## src/rtl/sprom_pkg.sv

```systemverilog
package sprom_pkg;
   typedef enum logic [1:0] {
      SP_OK       = 2'd0,
      SP_RANGE    = 2'd1,
      SP_NOTREADY = 2'd2
   } sp_err_e;

   typedef enum logic [3:0] {
      S_IDLE, S_REJ, S_POLL_OP, S_POLL_RX, S_STBY,
      S_WREN, S_CMD, S_ADDR, S_DATA, S_FINISH
   } sp_state_e;

   localparam logic [7:0] OP_RDSR   = 8'h05;
   localparam logic [7:0] OP_WREN   = 8'h06;
   localparam logic [7:0] OP_READ   = 8'h03;
   localparam logic [7:0] OP_WRITE  = 8'h02;
   localparam logic [7:0] OP_HIADDR = 8'h08;
endpackage

```

## src/rtl/sprom_bit_engine.sv

```systemverilog
module sprom_bit_engine #(
   parameter int DIV = 2
) (
   input  logic        clk,
   input  logic        rst_n,
   input  logic        start,
   input  logic [4:0]  nbits,
   input  logic [15:0] tx,
   input  logic        miso,
   output logic        busy,
   output logic        done,
   output logic [15:0] rx,
   output logic        sck,
   output logic        mosi
);
   localparam int TW = (DIV < 2) ? 1 : $clog2(DIV);

   logic [15:0] sh;
   logic [4:0]  cnt;
   logic [TW-1:0] tmr;

   assign mosi = sh[15];

   always_ff @(posedge clk or negedge rst_n) begin
      if (!rst_n) begin
         sh   <= '0;
         cnt  <= '0;
         tmr  <= '0;
         busy <= 1'b0;
         done <= 1'b0;
         rx   <= '0;
         sck  <= 1'b0;
      end else begin
         done <= 1'b0;
         if (!busy) begin
            if (start) begin
               sh   <= tx << (5'd16 - nbits);
               cnt  <= nbits;
               rx   <= '0;
               tmr  <= '0;
               busy <= 1'b1;
               sck  <= 1'b0;
            end
         end else if (tmr == TW'(DIV - 1)) begin
            tmr <= '0;
            if (!sck) begin
               sck <= 1'b1;
               rx  <= {rx[14:0], miso};
            end else begin
               sck <= 1'b0;
               sh  <= {sh[14:0], 1'b0};
               cnt <= cnt - 5'd1;
               if (cnt == 5'd1) begin
                  busy <= 1'b0;
                  done <= 1'b1;
               end
            end
         end else begin
            tmr <= tmr + TW'(1);
         end
      end
   end

   // data may only move while the clock is low
   p_mosi_hold_r9: assert property (@(posedge clk) disable iff (!rst_n)
      (sck && $past(sck)) |-> $stable(mosi));

   p_done_idle_r9: assert property (@(posedge clk) disable iff (!rst_n)
      done |-> (!busy && !sck));
endmodule

```

## src/rtl/sprom_req_check.sv

```systemverilog
module sprom_req_check #(
   parameter int DEV_WORDS = 256,
   parameter int W         = 9
) (
   input  logic [W-1:0] offset,
   input  logic [W-1:0] count,
   output logic         bad
);
   localparam logic [W:0] SIZE = (W+1)'(DEV_WORDS);

   logic [W:0] room;

   always_comb begin
      room = SIZE - {1'b0, offset};
      bad  = ({1'b0, offset} >= SIZE) || (count == '0) || ({1'b0, count} > room);
   end
endmodule

```

## src/rtl/sprom_cmd_fmt.sv

```systemverilog
module sprom_cmd_fmt #(
   parameter int ADDR_W = 8,
   parameter int OFF_W  = 9
) (
   input  logic [OFF_W-1:0] woff,
   input  logic             is_write,
   output logic [15:0]      opc,
   output logic [15:0]      addr
);
   import sprom_pkg::*;

   logic [7:0] base;
   assign base = is_write ? OP_WRITE : OP_READ;

   generate
      if (ADDR_W == 8) begin : g_addr8
         logic [8:0] bya;
         assign bya  = 9'({woff, 1'b0});
         assign opc  = {8'h00, base | (bya[8] ? OP_HIADDR : 8'h00)};
         assign addr = {8'h00, bya[7:0]};
      end else begin : g_addr16
         logic [15:0] bya;
         assign bya  = 16'({woff, 1'b0});
         assign opc  = {8'h00, base};
         assign addr = bya;
      end
   endgenerate
endmodule

```

## src/rtl/sprom_word_master.sv

```systemverilog
module sprom_word_master #(
   parameter int OPC_W      = 8,
   parameter int ADDR_W     = 8,
   parameter int DEV_WORDS  = 256,
   parameter int PAGE_BYTES = 16,
   parameter int SCK_DIV    = 2,
   parameter int SETTLE     = 2,
   parameter int MAX_POLL   = 8
) (
   input  logic                        clk,
   input  logic                        rst_n,
   input  logic                        req_valid,
   input  logic                        req_write,
   input  logic [$clog2(DEV_WORDS):0]  req_offset,
   input  logic [$clog2(DEV_WORDS):0]  req_count,
   output logic                        req_ready,
   input  logic [15:0]                 wr_data,
   output logic                        wr_take,
   output logic [15:0]                 rd_data,
   output logic                        rd_valid,
   output logic                        done,
   output logic [1:0]                  err,
   output logic                        spi_cs_n,
   output logic                        spi_sck,
   output logic                        spi_mosi,
   input  logic                        spi_miso
);
   import sprom_pkg::*;

   localparam int OFF_W      = $clog2(DEV_WORDS) + 1;
   localparam int PAGE_WORDS = PAGE_BYTES / 2;
   localparam int ST_W       = $clog2(SETTLE + 1);
   localparam int TR_W       = $clog2(MAX_POLL + 1);
   localparam logic [OFF_W-1:0] PG_MASK = OFF_W'(PAGE_WORDS - 1);

   // elaboration-time parameter checks
   if (ADDR_W != 8 && ADDR_W != 16) begin : g_bad_addr
      $error("ADDR_W must be 8 or 16");
   end
   if (OPC_W < 8 || OPC_W > 16) begin : g_bad_opc
      $error("OPC_W must lie in 8..16");
   end
   if (PAGE_BYTES < 2 || (PAGE_BYTES & (PAGE_BYTES - 1)) != 0) begin : g_bad_page
      $error("PAGE_BYTES must be a power of two, at least 2");
   end
   if (DEV_WORDS < 2 || DEV_WORDS * 2 > ((ADDR_W == 8) ? 512 : 65536)) begin : g_bad_size
      $error("DEV_WORDS does not fit the address width");
   end
   if (SETTLE < 1 || SETTLE > 255 || SCK_DIV < 1 || MAX_POLL < 1) begin : g_bad_time
      $error("SETTLE, SCK_DIV and MAX_POLL out of range");
   end

   sp_state_e         st, sb_next;
   sp_err_e           err_q;
   logic              wr_mode, issued, sb_low, done_q, rd_valid_q, wr_take_q;
   logic [OFF_W-1:0]  woff, woff_nx;
   logic [OFF_W-1:0]  left;
   logic [TR_W-1:0]   tries;
   logic [ST_W-1:0]   stime;
   logic [15:0]       rd_data_q;
   logic              req_bad, pg_edge;

   logic              eng_go, eng_busy, eng_done;
   logic [4:0]        eng_n;
   logic [15:0]       eng_tx, eng_rx;
   logic [15:0]       fmt_opc, fmt_addr;

   sprom_req_check #(.DEV_WORDS(DEV_WORDS), .W(OFF_W)) u_chk (
      .offset(req_offset), .count(req_count), .bad(req_bad));

   sprom_cmd_fmt #(.ADDR_W(ADDR_W), .OFF_W(OFF_W)) u_fmt (
      .woff(woff), .is_write(wr_mode), .opc(fmt_opc), .addr(fmt_addr));

   sprom_bit_engine #(.DIV(SCK_DIV)) u_eng (
      .clk(clk), .rst_n(rst_n), .start(eng_go), .nbits(eng_n), .tx(eng_tx),
      .miso(spi_miso), .busy(eng_busy), .done(eng_done), .rx(eng_rx),
      .sck(spi_sck), .mosi(spi_mosi));

   assign woff_nx = woff + OFF_W'(1);
   assign pg_edge = (woff_nx & PG_MASK) == '0;

   always_ff @(posedge clk or negedge rst_n) begin
      if (!rst_n) begin
         st         <= S_IDLE;
         sb_next    <= S_IDLE;
         err_q      <= SP_OK;
         wr_mode    <= 1'b0;
         issued     <= 1'b0;
         sb_low     <= 1'b0;
         done_q     <= 1'b0;
         rd_valid_q <= 1'b0;
         wr_take_q  <= 1'b0;
         woff       <= '0;
         left       <= '0;
         tries      <= '0;
         stime      <= '0;
         rd_data_q  <= '0;
         spi_cs_n   <= 1'b1;
         eng_go     <= 1'b0;
         eng_n      <= '0;
         eng_tx     <= '0;
      end else begin
         eng_go     <= 1'b0;
         done_q     <= 1'b0;
         rd_valid_q <= 1'b0;
         wr_take_q  <= 1'b0;
         case (st)
            S_IDLE: begin
               spi_cs_n <= 1'b1;
               issued   <= 1'b0;
               if (req_valid) begin
                  wr_mode <= req_write;
                  woff    <= req_offset;
                  left    <= req_count;
                  tries   <= '0;
                  if (req_bad) begin
                     err_q <= SP_RANGE;
                     st    <= S_REJ;
                  end else begin
                     err_q    <= SP_OK;
                     spi_cs_n <= 1'b0;
                     st       <= S_POLL_OP;
                  end
               end
            end
            S_REJ: begin
               done_q <= 1'b1;
               st     <= S_IDLE;
            end
            S_POLL_OP: begin
               if (!issued) begin
                  eng_go <= 1'b1; eng_n <= 5'(OPC_W); eng_tx <= {8'h00, OP_RDSR};
                  issued <= 1'b1;
               end else if (eng_done) begin
                  issued <= 1'b0;
                  st     <= S_POLL_RX;
               end
            end
            S_POLL_RX: begin
               if (!issued) begin
                  eng_go <= 1'b1; eng_n <= 5'd8; eng_tx <= '0;
                  issued <= 1'b1;
               end else if (eng_done) begin
                  issued <= 1'b0;
                  if (!eng_rx[0]) begin
                     st      <= S_STBY;
                     sb_next <= wr_mode ? S_WREN : S_CMD;
                  end else if (tries == TR_W'(MAX_POLL - 1)) begin
                     err_q <= SP_NOTREADY;
                     st    <= S_FINISH;
                  end else begin
                     tries   <= tries + TR_W'(1);
                     st      <= S_STBY;
                     sb_next <= S_POLL_OP;
                  end
               end
            end
            S_STBY: begin
               if (!sb_low) begin
                  spi_cs_n <= 1'b1;
                  if (stime == ST_W'(SETTLE)) begin
                     stime    <= '0;
                     sb_low   <= 1'b1;
                     spi_cs_n <= 1'b0;
                  end else begin
                     stime <= stime + ST_W'(1);
                  end
               end else if (stime == ST_W'(SETTLE - 1)) begin
                  stime  <= '0;
                  sb_low <= 1'b0;
                  st     <= sb_next;
               end else begin
                  stime <= stime + ST_W'(1);
               end
            end
            S_WREN: begin
               if (!issued) begin
                  eng_go <= 1'b1; eng_n <= 5'(OPC_W); eng_tx <= {8'h00, OP_WREN};
                  issued <= 1'b1;
               end else if (eng_done) begin
                  issued  <= 1'b0;
                  st      <= S_STBY;
                  sb_next <= S_CMD;
               end
            end
            S_CMD: begin
               if (!issued) begin
                  eng_go <= 1'b1; eng_n <= 5'(OPC_W); eng_tx <= fmt_opc;
                  issued <= 1'b1;
               end else if (eng_done) begin
                  issued <= 1'b0;
                  st     <= S_ADDR;
               end
            end
            S_ADDR: begin
               if (!issued) begin
                  eng_go <= 1'b1; eng_n <= 5'(ADDR_W); eng_tx <= fmt_addr;
                  issued <= 1'b1;
               end else if (eng_done) begin
                  issued <= 1'b0;
                  st     <= S_DATA;
               end
            end
            S_DATA: begin
               if (!issued) begin
                  eng_go <= 1'b1;
                  eng_n  <= 5'd16;
                  issued <= 1'b1;
                  if (wr_mode) begin
                     wr_take_q <= 1'b1;
                     eng_tx    <= {wr_data[7:0], wr_data[15:8]};
                  end else begin
                     eng_tx <= '0;
                  end
               end else if (eng_done) begin
                  issued <= 1'b0;
                  if (!wr_mode) begin
                     rd_valid_q <= 1'b1;
                     rd_data_q  <= {eng_rx[7:0], eng_rx[15:8]};
                  end
                  woff <= woff_nx;
                  left <= left - OFF_W'(1);
                  if (left == OFF_W'(1)) begin
                     st <= S_FINISH;
                  end else if (wr_mode && pg_edge) begin
                     tries   <= '0;
                     st      <= S_STBY;
                     sb_next <= S_POLL_OP;
                  end
               end
            end
            S_FINISH: begin
               spi_cs_n <= 1'b1;
               done_q   <= 1'b1;
               st       <= S_IDLE;
            end
            default: st <= S_IDLE;
         endcase
      end
   end

   assign req_ready = (st == S_IDLE);
   assign done      = done_q;
   assign err       = err_q;
   assign rd_valid  = rd_valid_q;
   assign rd_data   = rd_data_q;
   assign wr_take   = wr_take_q;

   // run length of chip-select high, used by the standby check
   logic [7:0] hi_cnt;
   always_ff @(posedge clk or negedge rst_n) begin
      if (!rst_n)        hi_cnt <= '0;
      else if (spi_cs_n) hi_cnt <= (hi_cnt == 8'hFF) ? hi_cnt : hi_cnt + 8'd1;
      else               hi_cnt <= '0;
   end

   p_sck_quiet_r9: assert property (@(posedge clk) disable iff (!rst_n)
      spi_cs_n |-> !spi_sck);
   p_cs_move_r9: assert property (@(posedge clk) disable iff (!rst_n)
      !$stable(spi_cs_n) |-> !spi_sck);
   p_stby_width_r10: assert property (@(posedge clk) disable iff (!rst_n)
      ($fell(spi_cs_n) && st == S_STBY) |-> hi_cnt >= 8'(SETTLE));
   p_poll_bound_r4: assert property (@(posedge clk) disable iff (!rst_n)
      tries < TR_W'(MAX_POLL));
   p_reject_quiet_r2: assert property (@(posedge clk) disable iff (!rst_n)
      (st == S_REJ) |-> spi_cs_n);
   p_take_in_write_r7: assert property (@(posedge clk) disable iff (!rst_n)
      wr_take |-> (wr_mode && st == S_DATA));
   p_single_done_r11: assert property (@(posedge clk) disable iff (!rst_n)
      done |=> !done);
   p_pulses_apart_r11: assert property (@(posedge clk) disable iff (!rst_n)
      $onehot0({done, rd_valid, wr_take}));
endmodule

```

## config.mk

```make
export PLATFORM = sky130hd
export DESIGN_NAME = sprom_word_master
export DESIGN_NICKNAME = d
export VERILOG_FILES = /design/src/rtl/sprom_pkg.sv /design/src/rtl/sprom_bit_engine.sv /design/src/rtl/sprom_req_check.sv /design/src/rtl/sprom_cmd_fmt.sv /design/src/rtl/sprom_word_master.sv
export SDC_FILE = /design/constraint.sdc
export NUM_CORES = 1
export LEC_CHECK = 0
export ABC_AREA = 1
export CORE_ASPECT_RATIO = 1.1
export CORE_MARGIN = 1
export CORE_UTILIZATION = 50
export CTS_CLUSTER_DIAMETER = 100
export DETAILED_ROUTE_END_ITERATION = 7
export PLACE_DENSITY = 0.73
export SYNTH_ARGS = -nofsm -noshare
export SYNTH_HDL_FRONTEND = slang
export SYNTH_SLANG_ARGS = --single-unit
```

## constraint.sdc

```tcl
create_clock -name clk -period 2.1 [get_ports clk]
set_clock_uncertainty 0.2 [all_clocks]
set_input_delay 0.525 -clock clk [delete_from_list [all_inputs] [get_ports clk]]
set_output_delay 0.525 -clock clk [all_outputs]
set_load 0.01 [all_outputs]
```

==> out/metrics.csv <==
metric,value,unit
outcome,finished with violations,
violations,negative setup slack,
rsz0062_at_grt,true,
fin_crit,2.445,ns
first_pass_iters,8,
fin_nets,916,
setup_violations,4,
synth_edf_count,0,
io_buffers,63,
vias,5628,
p_int,6.449,mW
antenna_found_initial,0,
die-area,0.01232,mm^2
clock-sinks,115,
clkPwrFrac,0.310,
syn_inst,724,
switching_share,0.3635,
nFillCells,847,
area_delta_synth_final,36.78,%
cts_root_buffer,clkbuf_16,
p_comb_frac,0.369,
overflow,0,
setup_ws,-0.3454,ns
clk_latency,0.41,ns
diodes,0,
yosys_register_bits,115,
pin_count,64,
drt-wirelength-per-cell,15.29,um
design.core.area,0.01154,mm^2
h-tree-depth,4,
cts_buffer_depth,2,
clk_pin_slew,0.06,ns
start_kind,primary input,
p_leak,3.786,nW
grt_pass1_wl,25.50,mm
postRouteAntennaNets,0,
avgSynthCellArea,8.204,um^2
critPathKind,in2reg,
max_slew_margin,0.6519,
power_density,1247,mW/mm^2
grt_pass1_vias,5467,
placedCellCount,976,
p_switching,3.682,mW
required,2.20,ns
post-place-ws,-1.158,ns
cts_buffers,17,
ys.flop_type,dfrtp_1,
yosysUniqueCellTypes,47,
peakVddDrop,0.0007473,V
p_seq_frac,0.321,
tightest_slew,0.5221,ns
tritoncts,built,
die_h,116.3,um
die_w,105.9,um
grt_max_degree,37,
grt_usage,0.2650,
via_per_inst,5.512,
drive_gt1_frac,0.1998,
p_total,10.13,mW
row_count,41,
period_share,1.164,
drt-total-wl,15.62,mm
drc,0,
synthArstFlopShare,1.000,
syn_nets,781,
report.final.slew_viol_count,0,
worstSetupEndpointType,register,
gp_congestion,0.9131,
dr.first_iter.drc_count,334,
synth_common_cells,"nand2_1 (166), dfrtp_1 (114), inv_1 (93), o21ai_0 (63), nor2_1 (57)",
synthMostInstantiatedCell,nand2_1,
yosys-top-cells-area,"dfrtp_1 (48%), nand2_1 (10%), inv_1 (5.9%), o21ai_0 (5.3%), ha_1 (3.8%)",
yosys_warnings,0,
yosysTopAreaCellShare,0.4803,
crit_fanout,3,
initial_core_util,0.5146,
synth_top_area_cell,dfrtp_1,
fin_cells,1021,
dp.final_hpwl,10.84,mm
hold_viol_final,0,
yosysSeqAreaShare,0.4847,
drv_cap,0,
fmax,408.9,MHz
critPathArrivalTime,2.55,ns
synthesis.area,0.005939,mm^2
hp-class,reg2reg,
## metal layers
metal	up-vias	part of all wire	wire (um)	track usage
li1	2674	-	-	-
met1	2725	0.41	6471	0.3131
met2	175	0.50	7875	0.4675
met3	54	0.041	646	0.05636
met4	0	0.040	624	0.1204
met5	-	0	0	0
## what timing repair did
action	in CTS	in global routing
hold buffers	1	0
buffers inserted	7	6
gates cloned	0	1
resized for setup	33	52
endpoints found under the hold margin	31	0
endpoints found under the setup margin	7	38
pin swaps	16	25
## kinds of logic after synthesis
logic type	Yosys count	share of synthesized area
AO/OA/AOI/OAI	174	0.1738
XOR/XNOR	14	0.02065
adder cells (fa/ha/maj)	18	0.03792
buffers and inverters	123	0.08131
flip-flops	115	0.4847
AND/OR/NAND/NOR	280	0.2016
## area by class of cell
type | instances | area (um^2) | share of cell area
inverters | 102 | 414.1 | 0.05098
repair inverters | 1 | 5.005 | 0.0006160
flip-flops and latches | 115 | 2882 | 0.3547
repair buffers | 136 | 1260 | 0.1551
multi-input cells | 486 | 2736 | 0.3368
clock inverters | 11 | 182.7 | 0.02249
clock buffers | 20 | 456.7 | 0.05621
well taps | 150 | 187.7 | 0.02310
## flip-flops by register name (all words and copies together) (netlist names), 3 cells and up
signal and count:
sb_next 3, rd_data 16, tries 4, u_eng.rx 16, u_eng.cnt 5, st 4
left 9, eng_tx 16, woff 8, u_eng.sh 16
## cells in the final DEF (no fill, tap or decap), drive strengths merged, types with 4 or more instances in the layout
cell type / synthesis / routed
clkbuf: 8 / 22
nor3: 11 / 11
ha: 18 / 18
o21ai: 87 / 87
a31oi: 4 / 4
o311ai: 5 / 5
nor2: 65 / 65
a21oi: 22 / 22
bufinv: 0 / 5
inv: 101 / 101
clkdlybuf4s50: 0 / 51
o211ai: 6 / 6
o22ai: 30 / 30
clkinv: 1 / 5
dfrtp: 114 / 114
nand3: 25 / 25
nand2: 171 / 171
xor2: 11 / 11
buf: 13 / 78
## final timing paths
path                               startpoint         end  slack (ns)  cells after the start
worst max-delay path            req_offset[0]       st[1]       -0.35                     20
worst min-delay path               rd_data[5]  rd_data[5]        0.29                      2
worst max register to register          st[1]       st[0]        0.02                     10
worst min register to register     rd_data[5]  rd_data[5]        0.29                      2
max in group asynchronous               rst_n     wr_take        0.72                      3
min in group asynchronous               rst_n  rd_data[7]        0.43                      2
## power by group through the flow
stage | clock (mW) | sequential [mW] | combinational (mW)
detailed placement | 0 | 3.26 | 3.53
global route | 3.27 | 3.32 | 4.12
finish | 3.14 | 3.25 | 3.73
floorplan | 0 | 3.18 | 2.30
global placement | 0 | 3.23 | 3.38
CTS | 3.16 | 3.23 | 3.61
## critical path, stage by stage
cell and delay [ns]:
buf_12 0.09, inv_12 0.03, ha_4 0.14, buf_4 0.13, buf_4 0.13, xor2_1 0.15, ha_1 0.30, nand2_2 0.06
nor2_1 0.18, nand2_1 0.12, nand3_1 0.10, nand2_1 0.06, nand2_1 0.06, nand2_2 0.06, nand2_2 0.08, nand2_4 0.08
nand3_1 0.08, nand2_1 0.06, nand2_1 0.06, nand2_1 0.05
## stage by stage
stage	utilization	TNS [ns]	instance area (um^2)	hold WS (ns)
2_1_floorplan	-	-0.7752	5982	0.02941
3_3_place_gp	0.6247	-4.220	7211	0.2655
3_5_place_dp	0.6247	-4.778	7211	0.2694
4_1_cts	0.6890	-1.180	7953	0.2914
5_1_grt	0.7038	-1.681	8124	0.3168
6_report	0.7038	-1.180	8124	0.2865
Power figures use the tool's default switching activity.
